--- config.mk ---
export PLATFORM = sky130hd
export DESIGN_NAME = bit_shuffler
export DESIGN_NICKNAME = d
export VERILOG_FILES = /design/src/rtl/shuf_pkg.sv /design/src/rtl/shuf_lfsr.sv /design/src/rtl/shuf_bitmem.sv /design/src/rtl/bit_shuffler.sv
export SDC_FILE = /design/constraint.sdc
export NUM_CORES = 1
export LEC_CHECK = 0
export ABC_AREA = 1
export BUFFER_PORTS_ARGS = -buffer_cell sky130_fd_sc_hd__buf_2
export CAP_MARGIN = 20
export CORE_ASPECT_RATIO = 0.6
export CORE_UTILIZATION = 30
export CTS_CLUSTER_DIAMETER = 50
export DETAILED_ROUTE_END_ITERATION = 10
export GPL_TIMING_DRIVEN = 0
export SKIP_LAST_GASP = 1
export SLEW_MARGIN = 40
export SYNTH_ARGS = -nofsm -noshare
export SYNTH_HDL_FRONTEND = slang
export SYNTH_SLANG_ARGS = --single-unit
export TNS_END_PERCENT = 20
--- constraint.sdc ---
create_clock -name clk -period 5.9 [get_ports clk]
set_input_delay 0.59 -clock clk [delete_from_list [all_inputs] [get_ports clk]]
set_output_delay 0.59 -clock clk [all_outputs]
set_load 0.01 [all_outputs]
--- src/rtl/shuf_pkg.sv ---
package shuf_pkg;

    typedef enum logic [0:0] {
        ST_FILL = 1'b0,
        ST_RUN  = 1'b1
    } shuf_state_e;

endpackage

--- src/rtl/shuf_lfsr.sv ---
module shuf_lfsr #(
    parameter int             W       = 31,
    parameter logic [W-1:0]   TAPS    = W'(1) << (W - 1),
    parameter logic [W-1:0]   DEFAULT = W'(1)
) (
    input  logic         clk,
    input  logic         rst_n,
    input  logic         load,
    input  logic [W-1:0] seed,
    input  logic         step,
    output logic [W-1:0] state,
    output logic         next_bit
);

    logic [W-1:0] state_q;
    logic [W-1:0] seed_eff;

    // Zero is the lock-up state of an XOR LFSR, so it is never accepted.
    assign seed_eff = (seed == '0) ? DEFAULT : seed;
    assign next_bit = ^(state_q & TAPS);
    assign state    = state_q;

    always_ff @(posedge clk) begin
        if (!rst_n) begin
            state_q <= DEFAULT;
        end else if (load) begin
            state_q <= seed_eff;
        end else if (step) begin
            state_q <= {state_q[W-2:0], next_bit};
        end
    end

    // the register never reaches the all-zero lock-up state
    p_nonzero_r8: assert property (@(posedge clk) disable iff (!rst_n)
        state_q != '0)
        else $error("LFSR reached all-zero state");

endmodule

--- src/rtl/shuf_bitmem.sv ---
module shuf_bitmem #(
    parameter int AW    = 6,
    parameter int DEPTH = 1 << AW
) (
    input  logic          clk,
    input  logic          wr_en,
    input  logic [AW-1:0] wr_addr,
    input  logic          wr_data,
    input  logic [AW-1:0] rd_addr,
    output logic          rd_data
);

    logic [DEPTH-1:0] cells;

    // The read is combinational and the write lands at the clock edge,
    // so a read and write to one address in a cycle returns the old bit.
    assign rd_data = cells[rd_addr];

    always_ff @(posedge clk) begin
        if (wr_en) begin
            cells[wr_addr] <= wr_data;
        end
    end

endmodule

--- src/rtl/bit_shuffler.sv ---
module bit_shuffler
    import shuf_pkg::*;
#(
    parameter int                 PRI_W       = 31,
    parameter logic [PRI_W-1:0]   PRI_TAPS    = 31'h4800_0000,
    parameter logic [PRI_W-1:0]   PRI_DEFAULT = 31'h1,
    parameter int                 ADR_W       = 7,
    parameter logic [ADR_W-1:0]   ADR_TAPS    = 7'h60,
    parameter logic [ADR_W-1:0]   ADR_DEFAULT = 7'h1,
    parameter int                 AW          = 6
) (
    input  logic             clk,
    input  logic             rst_n,
    input  logic             en,
    input  logic             seed_load,
    input  logic [PRI_W-1:0] pri_seed,
    input  logic [ADR_W-1:0] adr_seed,
    output logic             out_bit,
    output logic             out_valid
);

    localparam int            DEPTH    = 1 << AW;
    localparam logic [AW-1:0] LAST     = AW'(DEPTH - 1);
    localparam int            ADR_PER  = (1 << ADR_W) - 1;
    localparam int            MISS_W   = ADR_W + 1;

    shuf_state_e     st_q, st_d;
    logic [AW-1:0]   fill_q, fill_d;

    logic            adv;
    logic            adr_step;
    logic [PRI_W-1:0] pri_state;
    logic [ADR_W-1:0] adr_state;
    logic            pri_bit;
    logic            adr_fb;
    logic [AW-1:0]   rd_addr;
    logic [AW-1:0]   wr_addr;
    logic            rd_data;

    assign adv      = en && !seed_load;
    assign adr_step = adv && (st_q == ST_RUN);
    assign rd_addr  = adr_state[AW-1:0];
    assign wr_addr  = (st_q == ST_FILL) ? fill_q : rd_addr;

    shuf_lfsr #(
        .W       (PRI_W),
        .TAPS    (PRI_TAPS),
        .DEFAULT (PRI_DEFAULT)
    ) u_pri (
        .clk      (clk),
        .rst_n    (rst_n),
        .load     (seed_load),
        .seed     (pri_seed),
        .step     (adv),
        .state    (pri_state),
        .next_bit (pri_bit)
    );

    shuf_lfsr #(
        .W       (ADR_W),
        .TAPS    (ADR_TAPS),
        .DEFAULT (ADR_DEFAULT)
    ) u_adr (
        .clk      (clk),
        .rst_n    (rst_n),
        .load     (seed_load),
        .seed     (adr_seed),
        .step     (adr_step),
        .state    (adr_state),
        .next_bit (adr_fb)
    );

    shuf_bitmem #(
        .AW    (AW),
        .DEPTH (DEPTH)
    ) u_mem (
        .clk     (clk),
        .wr_en   (adv),
        .wr_addr (wr_addr),
        .wr_data (pri_bit),
        .rd_addr (rd_addr),
        .rd_data (rd_data)
    );

    // Next-state logic
    always_comb begin
        st_d   = st_q;
        fill_d = fill_q;
        if (seed_load) begin
            st_d   = ST_FILL;
            fill_d = '0;
        end else if (en) begin
            unique case (st_q)
                ST_FILL: begin
                    fill_d = fill_q + AW'(1);
                    if (fill_q == LAST) begin
                        st_d = ST_RUN;
                    end
                end
                ST_RUN: begin
                    st_d = ST_RUN;
                end
                default: begin
                    st_d = ST_FILL;
                end
            endcase
        end
    end

    // State register
    always_ff @(posedge clk) begin
        if (!rst_n) begin
            st_q   <= ST_FILL;
            fill_q <= '0;
        end else begin
            st_q   <= st_d;
            fill_q <= fill_d;
        end
    end

    // Output register
    always_ff @(posedge clk) begin
        if (!rst_n) begin
            out_valid <= 1'b0;
            out_bit   <= 1'b0;
        end else begin
            out_valid <= adr_step;
            if (adr_step) begin
                out_bit <= rd_data;
            end
        end
    end

    // Run steps since address 0 was last read (window checker for R4)
    logic [MISS_W-1:0] miss_q;
    always_ff @(posedge clk) begin
        if (!rst_n || seed_load) begin
            miss_q <= '0;
        end else if (adr_step) begin
            if (rd_addr == '0) begin
                miss_q <= '0;
            end else begin
                miss_q <= miss_q + MISS_W'(1);
            end
        end
    end

    // address 0 is read at least once per address-generator period
    p_addr_cover_r4: assert property (@(posedge clk) disable iff (!rst_n)
        miss_q < MISS_W'(ADR_PER))
        else $error("address 0 not visited within one period");

    // the address generator stays put while filling
    p_addr_frozen_fill_r4: assert property (@(posedge clk) disable iff (!rst_n)
        (st_q == ST_FILL && !seed_load) |=> $stable(adr_state))
        else $error("address LFSR moved during fill");

    // no valid output follows a fill cycle
    p_fill_silent_r2: assert property (@(posedge clk) disable iff (!rst_n)
        (st_q == ST_FILL) |=> !out_valid)
        else $error("valid asserted during fill");

    // idle cycles keep both generators unchanged
    p_idle_hold_r7: assert property (@(posedge clk) disable iff (!rst_n)
        (!en && !seed_load) |=> ($stable(pri_state) && $stable(adr_state) && !out_valid))
        else $error("state moved while idle");

    // a seed load restarts the fill from entry 0
    p_load_restart_r8: assert property (@(posedge clk) disable iff (!rst_n)
        seed_load |=> (st_q == ST_FILL && fill_q == '0 && !out_valid))
        else $error("seed load did not restart fill");

    // a valid output only follows a RUN cycle
    p_valid_after_run_r9: assert property (@(posedge clk) disable iff (!rst_n)
        out_valid |-> $past(st_q == ST_RUN))
        else $error("valid without a preceding run cycle");

endmodule

Word-level counts from Yosys, hierarchy flattened:

Index checks and enable logic that the tools add are counted.

* bits in registers: 111
* word-level logic and storage cells: 40
* output and inout port bits: 2
* input port bits: 42

* $add $sub $neg: 1
* equality and inequality tests: 1
* reduce and logical (&&, ||, !) cells: 12
* magnitude comparators: 3
* mux-type cells: 14
* bitwise operators: 2

Operators with widths (number)
* 2-to-1 mux 31 bit: 3
* bitwise mux 64 bit: 1
* logical NOT 31 bit: 1
* parity 31 bit: 1
* 2-to-1 mux 7 bit: 3
* less-than comparator 6 x 7 -> 1 bit, second input constant: 2
* logical NOT 7 bit: 1
* parity 7 bit: 1
* adder 6 x 1 -> 6 bit, second input constant: 1
* binary-select mux 1 bit (select 6 bit): 1
* demux 1 bit (select 6 bit): 1
* equality test 6 bit, second input constant: 1
* greater-or-equal comparator 6 x 1 -> 1 bit, second input constant: 1
* 2-to-1 mux 6 bit: 1
* nonzero test 2 bit: 2
* logical AND 1 bit: 3
* 2-to-1 mux 1 bit: 3
* inverter 1 bit: 2
* case mux 1 bit (2 select lines): 1
* AND reduction 2 bit: 1
* OR reduction 2 bit: 1
* logical NOT 1 bit: 1

Longest topological paths before layout:

Gate-level depths: netlist of run 1.

* word-level depth: 6
* mapped depth: 13
* gate-level depth less buffers: 11

By module:

From an unflattened synthesis of run 1, not the netlist that was laid out.

* cell total of the unflattened synthesis: 644
* area total of the unflattened synthesis: 5328.9 um^2

By module, submodules not included
* shuf_bitmem: times used 1, seq. area each 1921.8 um^2, area an instance 3044.2 um^2, cells an instance 314
* shuf_lfsr at u_pri: times used 1, seq. area each 620.6 um^2, area an instance 1451.4 um^2, cells an instance 208
* bit_shuffler: times used 1, seq. area each 180.2 um^2, area an instance 455.4 um^2, cells an instance 70
* shuf_lfsr at u_adr: times used 1, seq. area each 140.1 um^2, area an instance 377.9 um^2, cells an instance 52

Worst setup path before layout of run 1:

No wires, ideal clock.

* kind: register -> register
* start: register u_pri.state_q[27], in the netlist u_pri.state[27]
* end: register u_mem.cells[0], data pin
* data arrival time: 2.088 ns
* buffers on the path: 0
* library setup time: 0.542 ns
* period minus slack after synthesis: 2.630 ns
* cell stages (with the launch flop): 2
* required time: 5.358 ns
* slack: 3.270 ns
* path through: dfxtp_1 -> xor2_1

* cells in the longest elaborated chain, start to end: 2

Ends and longest elaborated chain
* from (decl): RTL line shuf_lfsr.sv:15 `logic [W-1:0] state_q;`
* from (signal assigned): RTL line shuf_lfsr.sv:29 `state_q <= {state_q[W-2:0], next_bit};`
* parity 31 bit: RTL line shuf_lfsr.sv:20 `assign next_bit = ^(state_q & TAPS);`
* named net pri_bit: RTL line bit_shuffler.sv:34 `logic pri_bit;`
* bitwise mux 64 bit: RTL line shuf_bitmem.sv:21 `cells[wr_addr] <= wr_data;`
* to (signal, indexed assignment): RTL line shuf_bitmem.sv:21
* to (decl): RTL line shuf_bitmem.sv:13 `logic [DEPTH-1:0] cells;`

The timed path passes the listed nets, and every way through them passes these cells.
A chain may end at the register's enable or synchronous reset.

==> reports/metrics.yaml, run 1 <==
layout:
  num-fill-cells: 1760
  finalNetCount: 741
  synthToLayoutAreaGrowth_pct: 16.7
  layout-drive-gt1-share_pct: 12.4
  antennaDiodeCount: 0
global_routing:
  antenna_found_initial: 0
  grt_pass1_wl_um: 22800
  grt_use_total_pct: 16.9
  grt-ovfl-total: 0
  grt_start_max_net_pins: 25
  grt_pass1_vias: 4087
sta:
  fin_ws_ns: 3.67
  min_period_ns: 2.23
  rsz0062_at_grt: "no"
  setup_violations: 0
  slew_viol_final: 0
  finalCritPeriodShare_pct: 37.8
  worst_slew_pin_slew_ns: 0.664
  fmax_ghz: 0.448
  setup_tns_ns: 0
  slew_headroom_pct: 55.7
  skew_ns: 0.00627
  finalHoldViolations: 0
yosys:
  yosysSeqAreaShare_pct: 55.1
  netlist-cell-type-count: 30
  syn_inst: 642
  synth_top_area_cell: "edfxtp_1"
  synth-seq-cells: 111
  synth_area_leaders: "edfxtp_1 (37%), dfxtp_1 (18%), nand2_1 (13%)"
  synth.top_cell.area_share_pct: 37.0
  avgSynthCellArea_um2: 8.10
  ys_warn_count: 0
  synth_area_mm2: 0.00520
  synth_nets: 685
detailed_routing:
  wl_um: 14500
  drt-initial-drc-count: 650
  postRouteAntennaNets: 0
  dr.pass1.iters: 7
  wire_per_inst_um: 15.5
  num_vias: 4516
  drc: 0
  avgViaCountPerCell: 4.85
clocking:
  clock-root-buffer: "clkbuf_16"
  cts_setup_buffers: 0
  cts.sinks: 111
  cts-resized-gates: 0
  clock_latency_ns: 0.35
  hold_buffers: 0
  clockBufferDepth: 2
  htree_levels: 3
  cts_buffers: 9
  cts_tree: "built"
  clk_pin_slew_ns: 0.08
critical_path:
  rr_worst_depth: 7
  critPathBufInv: 3
  cp_common_cell: "buf_2"
  worstPathArrival_ns: 2.28
  worstPathRequired_ns: 5.95
  cp_num_cells: 7
  reg2reg_to: "u_mem.cells[60]"
  max_stage_delay_ns: 0.52
  cp_cell_sequence: "buf_2 -> inv_2 -> buf_2 -> nand2_1 -> o21ai_2 -> nand4_1 -> nor2_1"
  startpoint_type: "flip-flop"
  r2r_slack_ns: 3.67
  cp-endpoint: "u_mem.cells[60]"
  cp-end-kind: "flip-flop"
  cp_max_fo: 10
  crit_family: "simple AND/OR/NAND/NOR gates"
  rr_startpoint: "u_adr.state[0]"
  crit_path_start: "u_adr.state[0]"
  crit_type: "flip-flop to flip-flop"
  crit_path_top_delay_cell: "nand4_1"
job:
  drv_cap: 0
floorplan:
  row_count: 36
  pin_count: 44
  coreArea_mm2: 0.0166
  die_y_um: 104
  die_area_mm2: 0.0179
  start_util_pct: 31.4
  die_w_um: 172
power:
  vdd_ir_drop_max_mv: 0.151
  cellPowerDensity_mw_per_mm2: 271
  leakagePower_nw: 2.47
outcome:
  status: "complete, no violations"
place:
  place.gp.congestion: 0.823
  place_hpwl_um: 10600
  dp_slack_ns: 3.59
  port_buffers: 42
worst_hold_path:
  holdCritPathClass: "primary input to flip-flop"
cell usage in the layout (no fill, tap or decap), drive strengths merged, types with 3 or more instances in the layout:
cell      netlist  routed
o211ai          4       4
o21ai          25      25
a21oi           8       8
dfxtp          47      47
clkbuf          9      18
edfxtp         64      64
nor4            6       6
clkinvlp        0       3
nor3            4       4
o21a            3       3
nand3          78      78
a211oi          9       9
buf            19      64
nor2           94      94
nand4          10      10
xor2            3       3
a31o            4       4
inv            68      70
nand2         180     180
cells by family (layout without fill, tap and decap cells):
family	count (synthesis)	count (layout)	share of synthesized area (%)
buffers and inverters	96	157	7.27
xor gates and xnor gates	3	3	0.506
AOI/OAI and AO/OA	58	58	6.96
DFF	111	111	55.1
adders and majority gates	1	1	0.241
and+or+nand+nor	373	373	29.9
worst reg2reg max path, cell delays in order, from the launching register on:
cell,delay (ns)
dfxtp_1,0.30
buf_2,0.15
inv_2,0.13
buf_2,0.30
nand2_1,0.11
o21ai_2,0.12
nand4_1,0.53
nor2_1,0.29
stage by stage:
| stage | hold slack [ns] | area (um2) | util [%] | power (mW) | instances |
|---|---|---|---|---|---|
| 2_1_floorplan | 0.456 | 5200 | - | 0.968 | 642 |
| 4_1_cts | 0.497 | 6070 | 36.6 | 1.65 | 931 |
| 3_5_place_dp | 0.470 | 5770 | 34.8 | 1.04 | 915 |
| 6_report | 0.500 | 6070 | 36.6 | 1.65 | 931 |
| 5_1_grt | 0.511 | 6070 | 36.6 | 1.70 | 931 |
| 3_3_place_gp | 0.472 | 5690 | 34.3 | 1.03 | 912 |
synth_stat cells (all sizes together):
| cell type | instances |
|---|---|
| dfxtp | 47 |
| clkbuf | 9 |
| o211ai | 4 |
| o22ai | 1 |
| a31o | 4 |
| buf | 19 |
| ha | 1 |
| edfxtp | 64 |
| nor3b | 1 |
| xor2 | 3 |
| o21ai | 25 |
| a22oi | 1 |
| o221ai | 2 |
| a31oi | 1 |
| o21a | 3 |
| nor2 | 94 |
| nand2 | 180 |
| nand3 | 78 |
| a211oi | 9 |
| nor4 | 6 |
| a21oi | 8 |
| nor3 | 4 |
| nand4 | 10 |
| inv | 68 |
worst min path at each step:
| stage | slack, ns | endpoint | startpoint | cells after the start |
|---|---|---|---|---|
| CTS | 0.50 | u_pri.state[0] | pri_seed[0] | 3 |
| detailed placement | 0.47 | u_adr.state[6] | u_adr.state[6] | 2 |
| global placement | 0.47 | u_adr.state[6] | u_adr.state[6] | 2 |
| global route | 0.51 | u_pri.state[0] | pri_seed[0] | 3 |
| finish | 0.50 | u_pri.state[0] | pri_seed[0] | 3 |
| floorplan | 0.46 | u_adr.state[6] | u_adr.state[6] | 2 |
cell type report:
type	count	area [um2]	area share (%)
plain buffers	28	123	2.02
clock buffers	9	225	3.71
clock inverters	7	71.3	1.18
inverters	68	255	4.21
multi-input cells	435	1980	32.6
flip-flops and latches	111	2860	47.2
well taps	228	285	4.70
repair buffers	45	268	4.41
per-layer routing:
layer	vias up	track usage [%]	part of all wire, %
met4	0	3.22	0.60
met1	2132	28.4	54
met2	147	21.7	38
li1	2228	-	-
met3	9	2.85	7.7
met5	-	0	0
flip-flops by register name, indices dropped and copies added, names as in the netlist:
| name | count |
|---|---|
| u_pri.state | 31 |
| fill_q | 6 |
| u_mem.cells | 64 |
| out_valid | 1 |
| u_adr.state | 7 |
| out_bit | 1 |
| st_q | 1 |
power breakdown:
group          total, mW  internal, mW  switching, mW
combinational      0.177        0.0587          0.118
clock              0.618         0.330          0.288
sequential         0.852         0.842        0.00983
Power figures use the tool's default switching activity.
==> run 2: changes to the inputs <==
==> constraint.sdc (replaced) <==
create_clock -name clk -period 2 [get_ports clk]
set_input_delay 0.2 -clock clk [delete_from_list [all_inputs] [get_ports clk]]
set_output_delay 0.2 -clock clk [all_outputs]
set_load 0.01 [all_outputs]
==> reports/metrics.yaml, run 2 (synthesis results as in run 1) <==
outcome:
  status: "finished with violations"
  violations: "setup timing"
place:
  place.gp.congestion: 0.851  # +3.4%
  port_buffers: 42  # unchanged
  place_hpwl_um: 10300  # -2.8%
  placed_cell_area_mm2: 0.00574  # -0.48%
  dp_slack_ns: -0.189  # -3.78 ns
global_routing:
  grt-ovfl-total: 0  # unchanged
  antenna_found_initial: 0  # unchanged
  grt_pass1_wl_um: 22500  # -1.3%
  grt_start_max_net_pins: 25  # unchanged
  grt_use_total_pct: 16.5  # -0.39 points
  grt_pass1_vias: 4041  # -1.1%
layout:
  largest_reg_flops: 64  # unchanged
  seq_area_mm2: 0.00286  # unchanged
  utilization_pct: 37.0  # +0.41 points
  finalNetCount: 746  # +0.67%
  design_area_mm2: 0.00613  # +1.1%
  regMostFlops: "u_mem.cells"
  layout_common_cells: "nand2_1 (179), nor2_1 (92), nand3_1 (77), edfxtp_1 (64), inv_1 (62)"
  num-fill-cells: 1772  # +0.68%
  antennaDiodeCount: 0  # unchanged
  final_common_cell: "nand2_1"
  multi_input_area_mm2: 0.00198  # +0.38%
  synthToLayoutAreaGrowth_pct: 18.0
  layout-drive-gt1-share_pct: 13.6  # +1.2 points
critical_path:
  crit_path_top_delay_cell: "nand4_1"
  worstPathArrival_ns: 2.14  # -0.14 ns
  cp_cell_sequence: "buf_2 -> inv_2 -> buf_2 -> nand2_1 -> o21ai_2 -> inv_2 -> nand4_1 -> nor2_1"
  crit_family: "simple AND/OR/NAND/NOR gates"
  cp-end-kind: "flip-flop"
  cp_max_fo: 10  # unchanged
  worstPathRequired_ns: 2.04  # -3.91 ns
  critPathBufInv: 4  # +1
  crit_type: "flip-flop to flip-flop"
  max_stage_delay_ns: 0.46  # -0.06 ns
  startpoint_type: "flip-flop"
clocking:
  hold_buffers: 0  # unchanged
  htree_levels: 3  # unchanged
  clk_pin_slew_ns: 0.07  # about the same
  clockBufferDepth: 2  # unchanged
  clock-root-buffer: "clkbuf_16"
  cts_buffers: 9  # unchanged
  cts_tree: "built"
  clock_latency_ns: 0.34  # about the same
  cts.sinks: 111  # unchanged
detailed_routing:
  avgViaCountPerCell: 4.80  # -1.1%
  wire_per_inst_um: 15.2  # -2.3%
  drt-initial-drc-count: 505  # -22%
  num_vias: 4492  # -0.53%
  drc: 0  # unchanged
  postRouteAntennaNets: 0  # unchanged
  dr.pass1.iters: 4  # -3
  wl_um: 14200  # -1.8%
floorplan:
  coreArea_mm2: 0.0166  # unchanged
  start_util_pct: 31.4  # unchanged
  die_y_um: 104  # unchanged
  row_count: 36  # unchanged
  die_area_mm2: 0.0179  # unchanged
  die_w_um: 172  # unchanged
  pin_count: 44  # unchanged
sta:
  finalHoldViolations: 0  # unchanged
  setup_violations: 16  # +16
  fmax_ghz: 0.477  # +6.5%
  slew_viol_final: 0  # unchanged
  fin_ws_ns: -0.0944  # -3.76 ns
  setup_tns_ns: -0.954  # -0.954 ns
  slew_headroom_pct: 58.8  # +3.1 points
  rsz0062_at_grt: "yes"
  skew_ns: 0.00544  # -0.000827 ns
  min_period_ns: 2.09  # -0.136 ns
  worst_slew_pin_slew_ns: 0.618  # -0.0466 ns
  finalCritPeriodShare_pct: 105  # +67 points
power:
  power_mw: 5.03  # +210%
  leakagePower_nw: 2.52  # +1.9%
  vdd_ir_drop_max_mv: 0.410  # +170%
  cellPowerDensity_mw_per_mm2: 819  # +200%
job:
  drv_cap: 0  # unchanged
worst_hold_path:
  holdCritPathClass: "primary input to flip-flop"
run 2: worst min-delay path, cell delays in order:
cell	delay, ns
buf_2	0.09
o21ai_0	0.08
nand3_1	0.06
run 2: report_power, final:
part	internal, mW	total (mW)	switching [mW]	leakage (nW)
registers	2.48	2.51	0.0289	0.970
logic	0.164	0.506	0.342	1.38
clock network	1.20	2.01	0.806	0.166
total	3.85	5.03	1.18	2.52
run 2: metrics by stage:
step / hold slack (ns) / instances
final: 0.117 / 936
after global routing: 0.138 / 936
after CTS: 0.108 / 934
after detailed placement: 0.459 / 914
after global placement: 0.473 / 912
after floorplan: 0.346 / 642
run 2: final timing paths:
check / startpoint / to / slack (ns) / cells past startpoint
worst max-delay path: u_adr.state[0] / u_mem.cells[63] / -0.09 / 8
worst max register to register: u_adr.state[0] / u_mem.cells[63] / -0.09 / 8
worst min-delay path: pri_seed[0] / u_pri.state[0] / 0.12 / 3
worst min register to register: u_adr.state[6] / u_adr.state[6] / 0.49 / 2
run 2: layout make-up:
| class | instances | area share (%) |
|---|---|---|
| buffer | 28 | 2.06 |
| clock buffer | 13 | 4.41 |
| inverter | 68 | 4.16 |
| clock inverter | 3 | 1.06 |
| sequential | 111 | 46.7 |
| multi-input combinational | 435 | 32.3 |
| tap | 228 | 4.65 |
| timing repair buffer | 50 | 4.65 |
run 2: what timing repair did:
item	CTS	global route
setup endpoints to repair	65	60
setup buffers	4	2
resized for setup	0	5
pin swaps	4	1
run 2: layer usage:
metal / vias to the layer above / part of all wire, % / GRT usage, %
met3: 18 / 7.2 / 3.35
met1: 2101 / 54 / 27.7
li1: 2234 / - / -
met4: 0 / 1.5 / 3.60
met5: - / 0 / 0
met2: 139 / 38 / 20.5
==> run 3: changes to the inputs <==
--- a/config.mk
+++ b/config.mk
@@ -13,6 +13,7 @@
 export CTS_CLUSTER_DIAMETER = 50
 export DETAILED_ROUTE_END_ITERATION = 10
 export GPL_TIMING_DRIVEN = 0
+export SETUP_SLACK_MARGIN = 0.02
 export SKIP_LAST_GASP = 1
 export SLEW_MARGIN = 40
 export SYNTH_ARGS = -nofsm -noshare
==> reports/metrics.yaml, run 3 (synthesis results as in run 1) <==
floorplan:
  pin_count: 44  # unchanged
  coreArea_mm2: 0.0166  # unchanged
  die_w_um: 172  # unchanged
  row_count: 36  # unchanged
  start_util_pct: 31.4  # unchanged
  die_y_um: 104  # unchanged
  die_area_mm2: 0.0179  # unchanged
critical_path:
  worstPathRequired_ns: 2.05  # about the same
  max_stage_delay_ns: 0.47  # about the same
  rr_startpoint: "u_adr.state[0]"
  cp-endpoint: "u_mem.cells[63]"
  crit_type: "flip-flop to flip-flop"
  cp-end-kind: "flip-flop"
  worstPathArrival_ns: 2.15  # about the same
  cp_cell_sequence: "buf_2 -> inv_2 -> buf_2 -> nand2_1 -> o21ai_2 -> inv_2 -> nand4_1 -> nor2_1"
  startpoint_type: "flip-flop"
  crit_path_start: "u_adr.state[0]"
  crit_path_top_delay_cell: "nand4_1"
  cp_max_fo: 10  # unchanged
  rr_worst_depth: 8  # unchanged
  reg2reg_to: "u_mem.cells[63]"
  r2r_slack_ns: -0.11  # about the same
clocking:
  clk_pin_slew_ns: 0.07  # about the same
  cts.sinks: 111  # unchanged
  clockBufferDepth: 2  # unchanged
  cts_buffers: 9  # unchanged
  cts_tree: "built"
  htree_levels: 3  # unchanged
  clock-root-buffer: "clkbuf_16"
  clock_latency_ns: 0.35  # about the same
layout:
  layout_common_cells: "nand2_1 (178), nor2_1 (91), nand3_1 (76), edfxtp_1 (64), inv_1 (62)"
  multi_input_area_mm2: 0.00199  # +0.50%
  num-fill-cells: 1769  # -0.17%
  seq_area_mm2: 0.00287  # about the same
  largest_reg_flops: 64  # unchanged
  final_common_cell: "nand2_1"
  regMostFlops: "u_mem.cells"
  synthToLayoutAreaGrowth_pct: 18.4
  utilization_pct: 37.1  # +0.12 points
  finalNetCount: 747  # +0.13%
  final_cells: 937  # +0.11%
  layout-drive-gt1-share_pct: 14.4  # +0.83 points
  antennaDiodeCount: 0  # unchanged
outcome:
  violations: "setup timing"
  status: "finished with violations"
place:
  place.gp.congestion: 0.851  # unchanged
  port_buffers: 42  # unchanged
  placed_cells: 914  # unchanged
  place_hpwl_um: 10300  # unchanged
sta:
  setup_violations: 16  # unchanged
  hold_slack_ns: 0.117  # -0.000500 ns
  fin_ws_ns: -0.106  # -0.0114 ns
  slew_viol_final: 0  # unchanged
  skew_ns: 0.00677  # +0.00132 ns
  fmax_ghz: 0.475  # -0.54%
  setup_tns_ns: -1.18  # -0.227 ns
  slew_headroom_pct: 59.3  # +0.52 points
  worst_slew_pin_slew_ns: 0.610  # -0.00784 ns
  rsz0062_at_grt: "yes"
  min_period_ns: 2.11  # +0.0114 ns
  finalCritPeriodShare_pct: 105  # +0.57 points
  finalHoldViolations: 0  # unchanged
power:
  cellPowerDensity_mw_per_mm2: 818  # -0.18%
  leakagePower_nw: 2.53  # +0.27%
  vdd_ir_drop_max_mv: 0.414  # +0.99%
  power_mw: 5.03  # +0.14%
global_routing:
  grt_use_total_pct: 16.5  # unchanged
  grt-ovfl-total: 0  # unchanged
  grt_pass1_wl_um: 22500  # unchanged
  grt_pass1_vias: 4041  # unchanged
  grt_start_max_net_pins: 25  # unchanged
  antenna_found_initial: 0  # unchanged
detailed_routing:
  dr.pass1.iters: 5  # +1
  wl_um: 14300  # +0.39%
  drc: 0  # unchanged
  drt-initial-drc-count: 501  # -0.79%
  wire_per_inst_um: 15.2  # +0.28%
  postRouteAntennaNets: 0  # unchanged
  avgViaCountPerCell: 4.81  # +0.18%
  num_vias: 4505  # +0.29%
worst_hold_path:
  hold_path_depth: 3  # unchanged
  holdCritPathClass: "primary input to flip-flop"
job:
  drv_cap: 0  # unchanged
## run 3: cell types whose count changed in the layout (fill, tap and decap cells not counted)
cell / previous run / this run
nor2_1: 92 / 91
dfxtp_2: 0 / 2
nand2_1: 179 / 178
nand2_2: 1 / 2
nor2_2: 1 / 2
dfxtp_1: 47 / 45
nand3_1: 77 / 76
nand3_2: 1 / 2
buf_4: 6 / 7
## run 3: final cells by class
cell class | instances | area share (%)
Sequential cell | 111 | 46.6
Multi-Input combinational cell | 435 | 32.4
Timing Repair Buffer | 51 | 4.76
Tap cell | 228 | 4.64
Clock buffer | 13 | 4.39
Inverter | 68 | 4.15
Buffer | 28 | 2.05
Clock inverter | 3 | 1.06
## run 3: critical path: cells and delay by family (launching register included)
family | cells | cell delay (ns)
AND/OR/NAND/NOR | 3 | 0.85
AO/OA/AOI/OAI | 1 | 0.09
buffers and inverters | 4 | 0.57
flip-flops | 1 | 0.30
## run 3: power by group
| part | internal, mW | switching (mW) | leakage, nW | total [mW] |
|---|---|---|---|---|
| combinational | 0.164 | 0.343 | 1.39 | 0.507 |
| sequential | 2.48 | 0.0289 | 0.971 | 2.51 |
| clock | 1.20 | 0.812 | 0.166 | 2.01 |
## run 3: worst min-delay path by stage
| stage | startpoint | slack [ns] | endpoint |
|---|---|---|---|
| 6_report | pri_seed[0] | 0.12 | u_pri.state[0] |
| 5_1_grt | adr_seed[1] | 0.14 | u_adr.state[1] |
| 4_1_cts | pri_seed[0] | 0.11 | u_pri.state[0] |
| 3_5_place_dp | pri_seed[0] | 0.46 | u_pri.state[0] |
| 3_3_place_gp | pri_seed[0] | 0.47 | u_pri.state[0] |
| 2_1_floorplan | pri_seed[0] | 0.35 | u_pri.state[0] |
## run 3: timing repair
item / 4_1_cts / 5_1_grt
pin swaps: 4 / 1
cloned: 0 / 0
gates resized for setup: 0 / 10
hold buffers: 0 / 0
endpoints found under the setup margin: 65 / 61
setup buffers: 4 / 3
## run 3: metrics by stage
| stage | worst slack (ns) | instance area, um2 |
|---|---|---|
| finish | -0.106 | 6150 |
| global route | -0.215 | 6150 |
| CTS | -0.101 | 6110 |
| detailed placement | -0.189 | 5740 |
| global placement | -0.826 | 5700 |
| floorplan | 0.153 | 5200 |
## run 3: layer usage
layer | track usage [%] | wire (um) | vias to the layer above
met1 | 27.7 | 7640 | 2102
li1 | - | - | 2234
met3 | 3.35 | 1020 | 16
met4 | 3.60 | 182 | 0
met2 | 20.5 | 5400 | 153
met5 | 0 | 0 | -
